$ cat src/rtl/pf_pkg.sv
package pf_pkg;
  localparam int BYTE_W     = 8;
  localparam int WORD_W     = 32;
  localparam int WORD_BYTES = WORD_W / BYTE_W;
  localparam int SUB_W      = $clog2(WORD_BYTES);
  localparam logic [WORD_W-1:0] CRC_POLY = 32'hEDB88320;
  localparam logic [WORD_W-1:0] CRC_SEED = 32'hFFFFFFFF;

  typedef enum logic [1:0] {TX_IDLE, TX_HDR, TX_PAY, TX_TRL} txState_t;
  typedef enum logic [1:0] {RX_HDR, RX_PAY, RX_TRL} rxState_t;

  // strobes from control to datapath
  typedef struct packed {
    logic txLoad;    // length command accepted
    logic txMeta;    // header or trailer byte left
    logic txPay;     // payload byte moved
    logic txTrl;     // capture inverted CRC as trailer
    logic txPaySel;  // level: payload phase on transmit
    logic rxHdr;     // header byte taken
    logic rxPay;     // payload byte moved
    logic rxTrl;     // trailer byte taken
  } pfStrobe_t;

  // conditions from datapath to control
  typedef struct packed {
    logic txSubLast;
    logic txCntZero;
    logic txCntOne;
    logic rxSubLast;
    logic rxLenZero;
    logic rxCntOne;
    logic rxCrcOk;
  } pfStatus_t;

  function automatic logic [WORD_W-1:0] crcByte(logic [WORD_W-1:0] crcIn,
                                                logic [BYTE_W-1:0] dataIn);
    logic [WORD_W-1:0] acc;
    acc = crcIn ^ {{(WORD_W-BYTE_W){1'b0}}, dataIn};
    for (int b = 0; b < BYTE_W; b++) begin
      acc = acc[0] ? ((acc >> 1) ^ CRC_POLY) : (acc >> 1);
    end
    return acc;
  endfunction
endpackage

$ cat src/rtl/pf_datapath.sv
module pf_datapath
  import pf_pkg::*;
(
  input  logic                  clk,
  input  logic                  rstN,
  input  pfStrobe_t             strb,
  input  logic [WORD_W-1:0]     txLen,
  input  logic [BYTE_W-1:0]     txInData,
  input  logic [BYTE_W-1:0]     rxInData,
  output logic [BYTE_W-1:0]     txOutData,
  output logic [BYTE_W-1:0]     rxOutData,
  output pfStatus_t             stat
);
  logic [WORD_W-1:0] txWord, txCnt, txCrc, txCrcNext;
  logic [WORD_W-1:0] rxWord, rxCnt, rxCrc, rxWordNext;
  logic [SUB_W-1:0]  txSub, rxSub;

  assign txCrcNext  = crcByte(txCrc, txInData);
  assign rxWordNext = {rxWord[WORD_W-BYTE_W-1:0], rxInData};

  always_ff @(posedge clk) begin
    if (!rstN) begin
      txWord <= '0;
      txCnt  <= '0;
      txCrc  <= CRC_SEED;
      txSub  <= '0;
    end else if (strb.txLoad) begin
      txWord <= txLen;
      txCnt  <= txLen;
      txCrc  <= CRC_SEED;
      txSub  <= '0;
    end else begin
      if (strb.txMeta) begin
        txWord <= txWord << BYTE_W;
        txSub  <= txSub + 1'b1;
      end
      if (strb.txPay) begin
        txCnt <= txCnt - 1'b1;
        txCrc <= txCrcNext;
      end
      if (strb.txTrl) txWord <= ~(strb.txPay ? txCrcNext : txCrc);
    end
  end

  always_ff @(posedge clk) begin
    if (!rstN) begin
      rxWord <= '0;
      rxCnt  <= '0;
      rxCrc  <= CRC_SEED;
      rxSub  <= '0;
    end else begin
      if (strb.rxHdr || strb.rxTrl) begin
        rxWord <= rxWordNext;
        rxSub  <= rxSub + 1'b1;
      end
      if (strb.rxHdr && stat.rxSubLast) begin
        rxCnt <= rxWordNext;
        rxCrc <= CRC_SEED;
      end
      if (strb.rxPay) begin
        rxCnt <= rxCnt - 1'b1;
        rxCrc <= crcByte(rxCrc, rxInData);
      end
    end
  end

  assign txOutData = strb.txPaySel ? txInData : txWord[WORD_W-1 -: BYTE_W];
  assign rxOutData = rxInData;

  always_comb begin
    stat.txSubLast = (txSub == SUB_W'(WORD_BYTES - 1));
    stat.txCntZero = (txCnt == '0);
    stat.txCntOne  = (txCnt == WORD_W'(1));
    stat.rxSubLast = (rxSub == SUB_W'(WORD_BYTES - 1));
    stat.rxLenZero = (rxWordNext == '0);
    stat.rxCntOne  = (rxCnt == WORD_W'(1));
    stat.rxCrcOk   = (rxWordNext == ~rxCrc);
  end

  // every new transmit packet starts its CRC from the all-ones seed
  a_r3_crc_seed: assert property (@(posedge clk) disable iff (!rstN)
    strb.txLoad |=> (txCrc == CRC_SEED));
  // each forwarded payload byte takes exactly one off the remaining count
  a_r2_count_step: assert property (@(posedge clk) disable iff (!rstN)
    strb.txPay |=> (txCnt == $past(txCnt) - WORD_W'(1)));
endmodule

$ cat src/rtl/pf_ctrl.sv
module pf_ctrl
  import pf_pkg::*;
#(
  parameter int VER_W   = 2,
  parameter int CRC_VER = 3
) (
  input  logic             clk,
  input  logic             rstN,
  input  logic [VER_W-1:0] version,
  input  logic             txLenValid,
  output logic             txLenReady,
  input  logic             txInValid,
  output logic             txInReady,
  output logic             txOutValid,
  input  logic             txOutReady,
  input  logic             rxInValid,
  output logic             rxInReady,
  output logic             rxOutValid,
  input  logic             rxOutReady,
  output logic             rxDone,
  output logic             rxCrcErr,
  input  pfStatus_t        stat,
  output pfStrobe_t        strb
);
  txState_t txSt;
  rxState_t rxSt;
  logic txV3, rxV3, verIsCrc;
  logic txFire, rxFire, rxHdrEnd, doneNext, errNext;

  assign verIsCrc = (version == VER_W'(CRC_VER));

  always_comb begin
    txLenReady = (txSt == TX_IDLE);
    txOutValid = (txSt == TX_HDR) || (txSt == TX_TRL) || ((txSt == TX_PAY) && txInValid);
    txInReady  = (txSt == TX_PAY) && txOutReady;
    txFire     = txOutValid && txOutReady;
    rxInReady  = (rxSt == RX_PAY) ? rxOutReady : 1'b1;
    rxOutValid = (rxSt == RX_PAY) && rxInValid;
    rxFire     = rxInValid && rxInReady;

    strb.txLoad   = txLenValid && txLenReady;
    strb.txMeta   = txFire && ((txSt == TX_HDR) || (txSt == TX_TRL));
    strb.txPay    = txFire && (txSt == TX_PAY);
    strb.txPaySel = (txSt == TX_PAY);
    strb.txTrl    = txV3 && ((txFire && (txSt == TX_HDR) && stat.txSubLast && stat.txCntZero)
                          || (strb.txPay && stat.txCntOne));
    strb.rxHdr    = rxFire && (rxSt == RX_HDR);
    strb.rxPay    = rxFire && (rxSt == RX_PAY);
    strb.rxTrl    = rxFire && (rxSt == RX_TRL);

    rxHdrEnd = strb.rxHdr && stat.rxSubLast;
    doneNext = (rxHdrEnd && stat.rxLenZero && !verIsCrc)
            || (strb.rxPay && stat.rxCntOne && !rxV3)
            || (strb.rxTrl && stat.rxSubLast);
    errNext  = strb.rxTrl && stat.rxSubLast && !stat.rxCrcOk;
  end

  always_ff @(posedge clk) begin
    if (!rstN) begin
      txSt <= TX_IDLE;
      txV3 <= 1'b0;
    end else begin
      case (txSt)
        TX_IDLE: if (strb.txLoad) begin
          txSt <= TX_HDR;
          txV3 <= verIsCrc;
        end
        TX_HDR: if (txFire && stat.txSubLast)
          txSt <= !stat.txCntZero ? TX_PAY : (txV3 ? TX_TRL : TX_IDLE);
        TX_PAY: if (strb.txPay && stat.txCntOne)
          txSt <= txV3 ? TX_TRL : TX_IDLE;
        default: if (txFire && stat.txSubLast) txSt <= TX_IDLE;
      endcase
    end
  end

  always_ff @(posedge clk) begin
    if (!rstN) begin
      rxSt     <= RX_HDR;
      rxV3     <= 1'b0;
      rxDone   <= 1'b0;
      rxCrcErr <= 1'b0;
    end else begin
      rxDone   <= doneNext;
      rxCrcErr <= errNext;
      case (rxSt)
        RX_HDR: if (rxHdrEnd) begin
          rxV3 <= verIsCrc;
          rxSt <= !stat.rxLenZero ? RX_PAY : (verIsCrc ? RX_TRL : RX_HDR);
        end
        RX_PAY: if (strb.rxPay && stat.rxCntOne)
          rxSt <= rxV3 ? RX_TRL : RX_HDR;
        default: if (strb.rxTrl && stat.rxSubLast) rxSt <= RX_HDR;
      endcase
    end
  end

  // completion is a single-cycle pulse
  a_r9_done_pulse: assert property (@(posedge clk) disable iff (!rstN)
    rxDone |=> !rxDone);
  // the mismatch flag only appears together with completion
  a_r10_err_with_done: assert property (@(posedge clk) disable iff (!rstN)
    rxCrcErr |-> rxDone);
  // an accepted command makes the framer busy
  a_r12_busy_after_cmd: assert property (@(posedge clk) disable iff (!rstN)
    (txLenValid && txLenReady) |=> !txLenReady);
endmodule

$ cat src/rtl/pf_framer.sv
module pf_framer
  import pf_pkg::*;
#(
  parameter int VER_W   = 2,
  parameter int CRC_VER = 3
) (
  input  logic             clk,
  input  logic             rstN,
  input  logic [VER_W-1:0] version,
  input  logic             txLenValid,
  output logic             txLenReady,
  input  logic [31:0]      txLen,
  input  logic             txInValid,
  output logic             txInReady,
  input  logic [7:0]       txInData,
  output logic             txOutValid,
  input  logic             txOutReady,
  output logic [7:0]       txOutData,
  input  logic             rxInValid,
  output logic             rxInReady,
  input  logic [7:0]       rxInData,
  output logic             rxOutValid,
  input  logic             rxOutReady,
  output logic [7:0]       rxOutData,
  output logic             rxDone,
  output logic             rxCrcErr
);
  pfStrobe_t strb;
  pfStatus_t stat;

  pf_ctrl #(.VER_W(VER_W), .CRC_VER(CRC_VER)) uCtrl (
    .clk(clk), .rstN(rstN), .version(version),
    .txLenValid(txLenValid), .txLenReady(txLenReady),
    .txInValid(txInValid), .txInReady(txInReady),
    .txOutValid(txOutValid), .txOutReady(txOutReady),
    .rxInValid(rxInValid), .rxInReady(rxInReady),
    .rxOutValid(rxOutValid), .rxOutReady(rxOutReady),
    .rxDone(rxDone), .rxCrcErr(rxCrcErr),
    .stat(stat), .strb(strb)
  );

  pf_datapath uData (
    .clk(clk), .rstN(rstN), .strb(strb), .txLen(txLen),
    .txInData(txInData), .rxInData(rxInData),
    .txOutData(txOutData), .rxOutData(rxOutData), .stat(stat)
  );

  // a stalled header or trailer byte is held steady
  a_r6_meta_hold: assert property (@(posedge clk) disable iff (!rstN)
    (txOutValid && !txOutReady && !strb.txPaySel) |=> (txOutValid && $stable(txOutData)));
endmodule

$ cat config.mk
export PLATFORM = sky130hd
export DESIGN_NAME = pf_framer
export DESIGN_NICKNAME = d
export VERILOG_FILES = /design/src/rtl/pf_pkg.sv /design/src/rtl/pf_datapath.sv /design/src/rtl/pf_ctrl.sv /design/src/rtl/pf_framer.sv
export SDC_FILE = /design/constraint.sdc
export NUM_CORES = 1
export LEC_CHECK = 0
export ABC_AREA = 1
export CAP_MARGIN = 20
export CORE_MARGIN = 1.5
export CORE_UTILIZATION = 50
export CTS_CLUSTER_DIAMETER = 40
export DETAILED_ROUTE_END_ITERATION = 8
export MAX_ROUTING_LAYER = met4
export PLACE_DENSITY = 0.74
export REMOVE_ABC_BUFFERS = 1
export SYNTH_ARGS = -nofsm -noshare
export SYNTH_HDL_FRONTEND = slang
export SYNTH_SLANG_ARGS = --single-unit
$ cat constraint.sdc
create_clock -name clk -period 2.65 [get_ports clk]
set_input_delay 0.795 -clock clk [delete_from_list [all_inputs] [get_ports clk]]
set_output_delay 0.795 -clock clk [all_outputs]
set_load 0.005 [all_outputs]
==> flow_summary.rst <==
.. list-table::
   :header-rows: 1

   * - Metric
     - Value
   * - Final std cells w/o fill
     - 2364
   * - Clk sink count
     - 196
   * - Hold Path Depth
     - 2
   * - Final-report max-slew violation count
     - 0
   * - Initial antenna violation count
     - 1
   * - TritonRoute pass-1 iters
     - 6
   * - Number of rows in the core area
     - 56
   * - P per Cell Area
     - 733 mW/mm^2
   * - Antenna-violating nets left
     - 0
   * - Async set-or-reset flop fraction in the synthesized netlist
     - 0
   * - Top cells by area, synth
     - dfxtp_1 (32%), nand2_1 (15%), o21ai_0 (8.1%)
   * - Hold Slack
     - 0.469 ns
   * - Top cell type's share of synthesized area
     - 0.325
   * - Max_slew headroom
     - 0.599
   * - Worst Hold End
     - uData.txSub[1]
   * - Vias post-DR
     - around 13000
   * - Worst stage delay on the critical path
     - 0.52 ns
   * - Post-route DRC violation count
     - 0
   * - Post-synth top flop
     - dfxtp_1
   * - # placed instances
     - 2331
   * - Instance count of the mapped netlist
     - 1842
   * - Crit share post-route
     - 0.982
   * - Count of max-cap constraint violations
     - 0
   * - Total chip power
     - 10.9 mW
   * - Yosys reg bits
     - about 200
   * - Fin. Hold Viols
     - 0
   * - Maximum vdd ir drop
     - 491 uV
   * - Grt total ovfl
     - 0
   * - Classification of the worst setup path
     - input pin to output pin
   * - Buffers added on ports
     - 79
   * - Clock Root Buffer
     - clkbuf_16
   * - Per-cell via count in the routed design
     - 5.52
   * - Status
     - complete, no violations
   * - Sort of element at the start of the critical path
     - input pin
   * - Post-route design area
     - 0.0149 mm^2
   * - Chip Height
     - around 160 um
   * - Cell type with the largest total area after synthesis
     - dfxtp_1
   * - Synthesized area divided by synthesized cell count
     - 6.56 um^2
   * - Slack of the worst reg-to-reg path
     - 0.42 ns
   * - Post-DR wirelength/cell
     - 16.6 um
   * - Pin slew with the least headroom to its limit
     - 0.596 ns
   * - Max Root-Sink Buffers
     - 2
   * - RSZ-0062 raised after global routing
     - no
   * - CP max-delay cell
     - clkdlybuf4s50_1
   * - Area of the die
     - 0.0251 mm^2
   * - Worst hold path startpoint
     - uData.txSub[1]
   * - Setup total negative slack
     - 0 ns
   * - Cell count of the worst reg-to-reg path
     - 12
   * - Type of the worst min-delay path
     - flip-flop to flip-flop
   * - Fraction of final layout cells with drive strength greater than 1
     - 0.126
   * - Category of the worst setup path capture point
     - output pin
   * - Global placement routability congestion
     - 1.05
   * - First-pass GRT wire length
     - a little over 60 mm
   * - Cell-by-cell trace of the critical path
     - clkdlybuf4s50_1 > inv_1 > o21ai_0 > dlygate4sd2_1
   * - Chip width
     - 158 um
   * - Post-layout minimum cycle time
     - 2.60 ns
   * - Largest fanout on the critical path
     - 3
   * - Placeable core region
     - 0.0236 mm^2
   * - Number of synthesized flops with an enable pin
     - 0
   * - Wire length reported by the detailed router
     - 39.2 mm
   * - Cell area after placement
     - 0.0143 mm^2
   * - Final HPWL from detailed placement
     - 29.6 mm
   * - Total leakage power
     - 7.14 nW
   * - IO Count
     - 80
   * - Capture point of the worst reg-to-reg path
     - uData.txWord[15]
   * - Pin count of the biggest net entering global routing
     - 55
   * - Area of the mapped netlist
     - 0.0121 mm^2
   * - Worst clock skew
     - ~0.015 ns
   * - Sequential fraction of the synthesis area
     - 0.325
   * - Overall track demand over capacity in global routing
     - 0.323
   * - First DRT Iteration DRCs
     - approximately 1500
   * - Data arrival time of the critical path
     - 1.81 ns
   * - Required time of the critical path
     - 1.86 ns
   * - Number of buffers added by the clock tree synthesis step
     - 17
   * - Number of synthesis warnings
     - 0
   * - Final number of setup-violating endpoints
     - 0
   * - Clock latency reported for the late side of the worst-skew pair
     - 0.45 ns
   * - CTS tree
     - yes
   * - Max H-tree Level
     - 4
   * - Clock slew at reported path FFs
     - approximately 0.070 ns
   * - Layout overhead on the synthesized area
     - 23.4%
   * - Starting density of the core
     - 0.512
   * - Nets@finish
     - 2095
   * - Number of global-route vias before repair
     - 12188
   * - Source of the worst register-to-register timing path
     - uCtrl.txSt[1]
   * - Unique cell type count in the Yosys netlist
     - 49
   * - Max Clock Freq
     - 0.384 GHz
-- per-layer routing --
metal  part of all wire  up-vias  global-route usage
met2               0.48      528               0.543
met5                  0        -                   -
met4              0.060        0               0.199
met1               0.40     5967               0.365
met3              0.061      134              0.0441
li1                   -     6416                   -
-- how the worst max path moves through the flow --
stage	to	cells past startpoint	slack, ns	from
floorplan	uData.txCrc[13]	5	-1.58	txLenValid
global placement	uData.rxCrc[23]	11	-0.23	rxInData[7]
detailed placement	txOutData[0]	4	-0.23	txInData[0]
CTS	rxOutData[1]	2	0.0009	rxInData[1]
global route	txOutData[1]	4	0.01	txInData[1]
finish	txOutData[1]	4	0.05	txInData[1]
-- cells in the mapped netlist (all sizes together), types with 2 or more instances --
master and number:
mux2i 3, o22ai 6, nand2 501, o21bai 2, a21oi 108, nor3 25
ha 7, inv 168, xnor2 39, buf 23, nor4 14, clkinv 4
a22oi 3, nand3 102, o21ai 197, xor2 111, nor2 161, o2111ai 5
dfxtp 196, a221oi 6, or2 19, a31oi 23, o211ai 28, clkbuf 61
a211oi 3, nand4 17
-- kinds of logic after synthesis --
family,synth area share
adder cells (fa/ha/maj),0.00725
AO/OA/AOI/OAI,0.178
AND/OR/NAND/NOR,0.291
multiplexers,0.00248
buffers and inverters,0.0864
XOR/XNOR,0.111
flip-flops,0.325
-- per-stage QoR --
| step | util | worst slack (ns) |
|---|---|---|
| after floorplan | - | -1.58 |
| after global placement | 0.608 | -0.230 |
| after detailed placement | 0.608 | -0.229 |
| after CTS | 0.631 | 0.000883 |
| after global routing | 0.631 | 0.00952 |
| final | 0.631 | 0.0479 |
-- registers in the layout, summed over array words and instances, names as in the netlist, 24 cells and up --
register	flops
uData.rxCnt	32
uData.rxCrc	32
uData.txCnt	32
uData.txCrc	32
uData.txWord	32
uData.rxWord	24
-- cells in the final DEF (no fill, tap or decap), drive strengths merged, types with 2 or more instances in the layout --
master	n
nor4	14
nor3	25
nand3	102
a21oi	108
o21bai	2
a211oi	3
clkinvlp	4
a31oi	23
clkdlybuf4s50	58
or2	19
o211ai	28
a22oi	3
clkbuf	17
clkinv	6
mux2i	3
xnor2	39
buf	176
nand2	501
dlygate4sd2	19
o2111ai	5
a221oi	6
inv	177
ha	7
o22ai	6
o21ai	197
xor2	111
nand4	17
nor2	161
dfxtp	196
-- repair_timing --
item / CTS / global route
gates resized for setup: 21 / 5
hold buffers: 0 / 0
endpoints found under the setup margin: 19 / 3
cloned: 0 / 0
buffers inserted: 0 / 0
pin swaps: 1 / 0
-- worst max-delay path: cells and delay by family --
family	cells	cell delay [ns]
buffers and inverters	3	0.87
AO/OA/AOI/OAI	1	0.14
-- power breakdown --
| group | switching, mW | internal [mW] |
|---|---|---|
| Clock | 1.30 | 1.25 |
| Sequential | 0.450 | 3.40 |
| Combinational | 2.75 | 1.77 |
| Total | 4.51 | 6.42 |
-- area by class of cell --
| type | instances | area (um^2) |
|---|---|---|
| clock buffers | 17 | 425 |
| inverters | 172 | 646 |
| repair buffers | 254 | 2230 |
| flip-flops and latches | 196 | 3920 |
| well taps | 319 | 399 |
| clock inverters | 15 | 141 |
| multi-input cells | 1390 | 7140 |
| fillers | 2149 | 8700 |
| diodes | 1 | 2.50 |
Note: power is estimated with default switching activity, not from simulation.
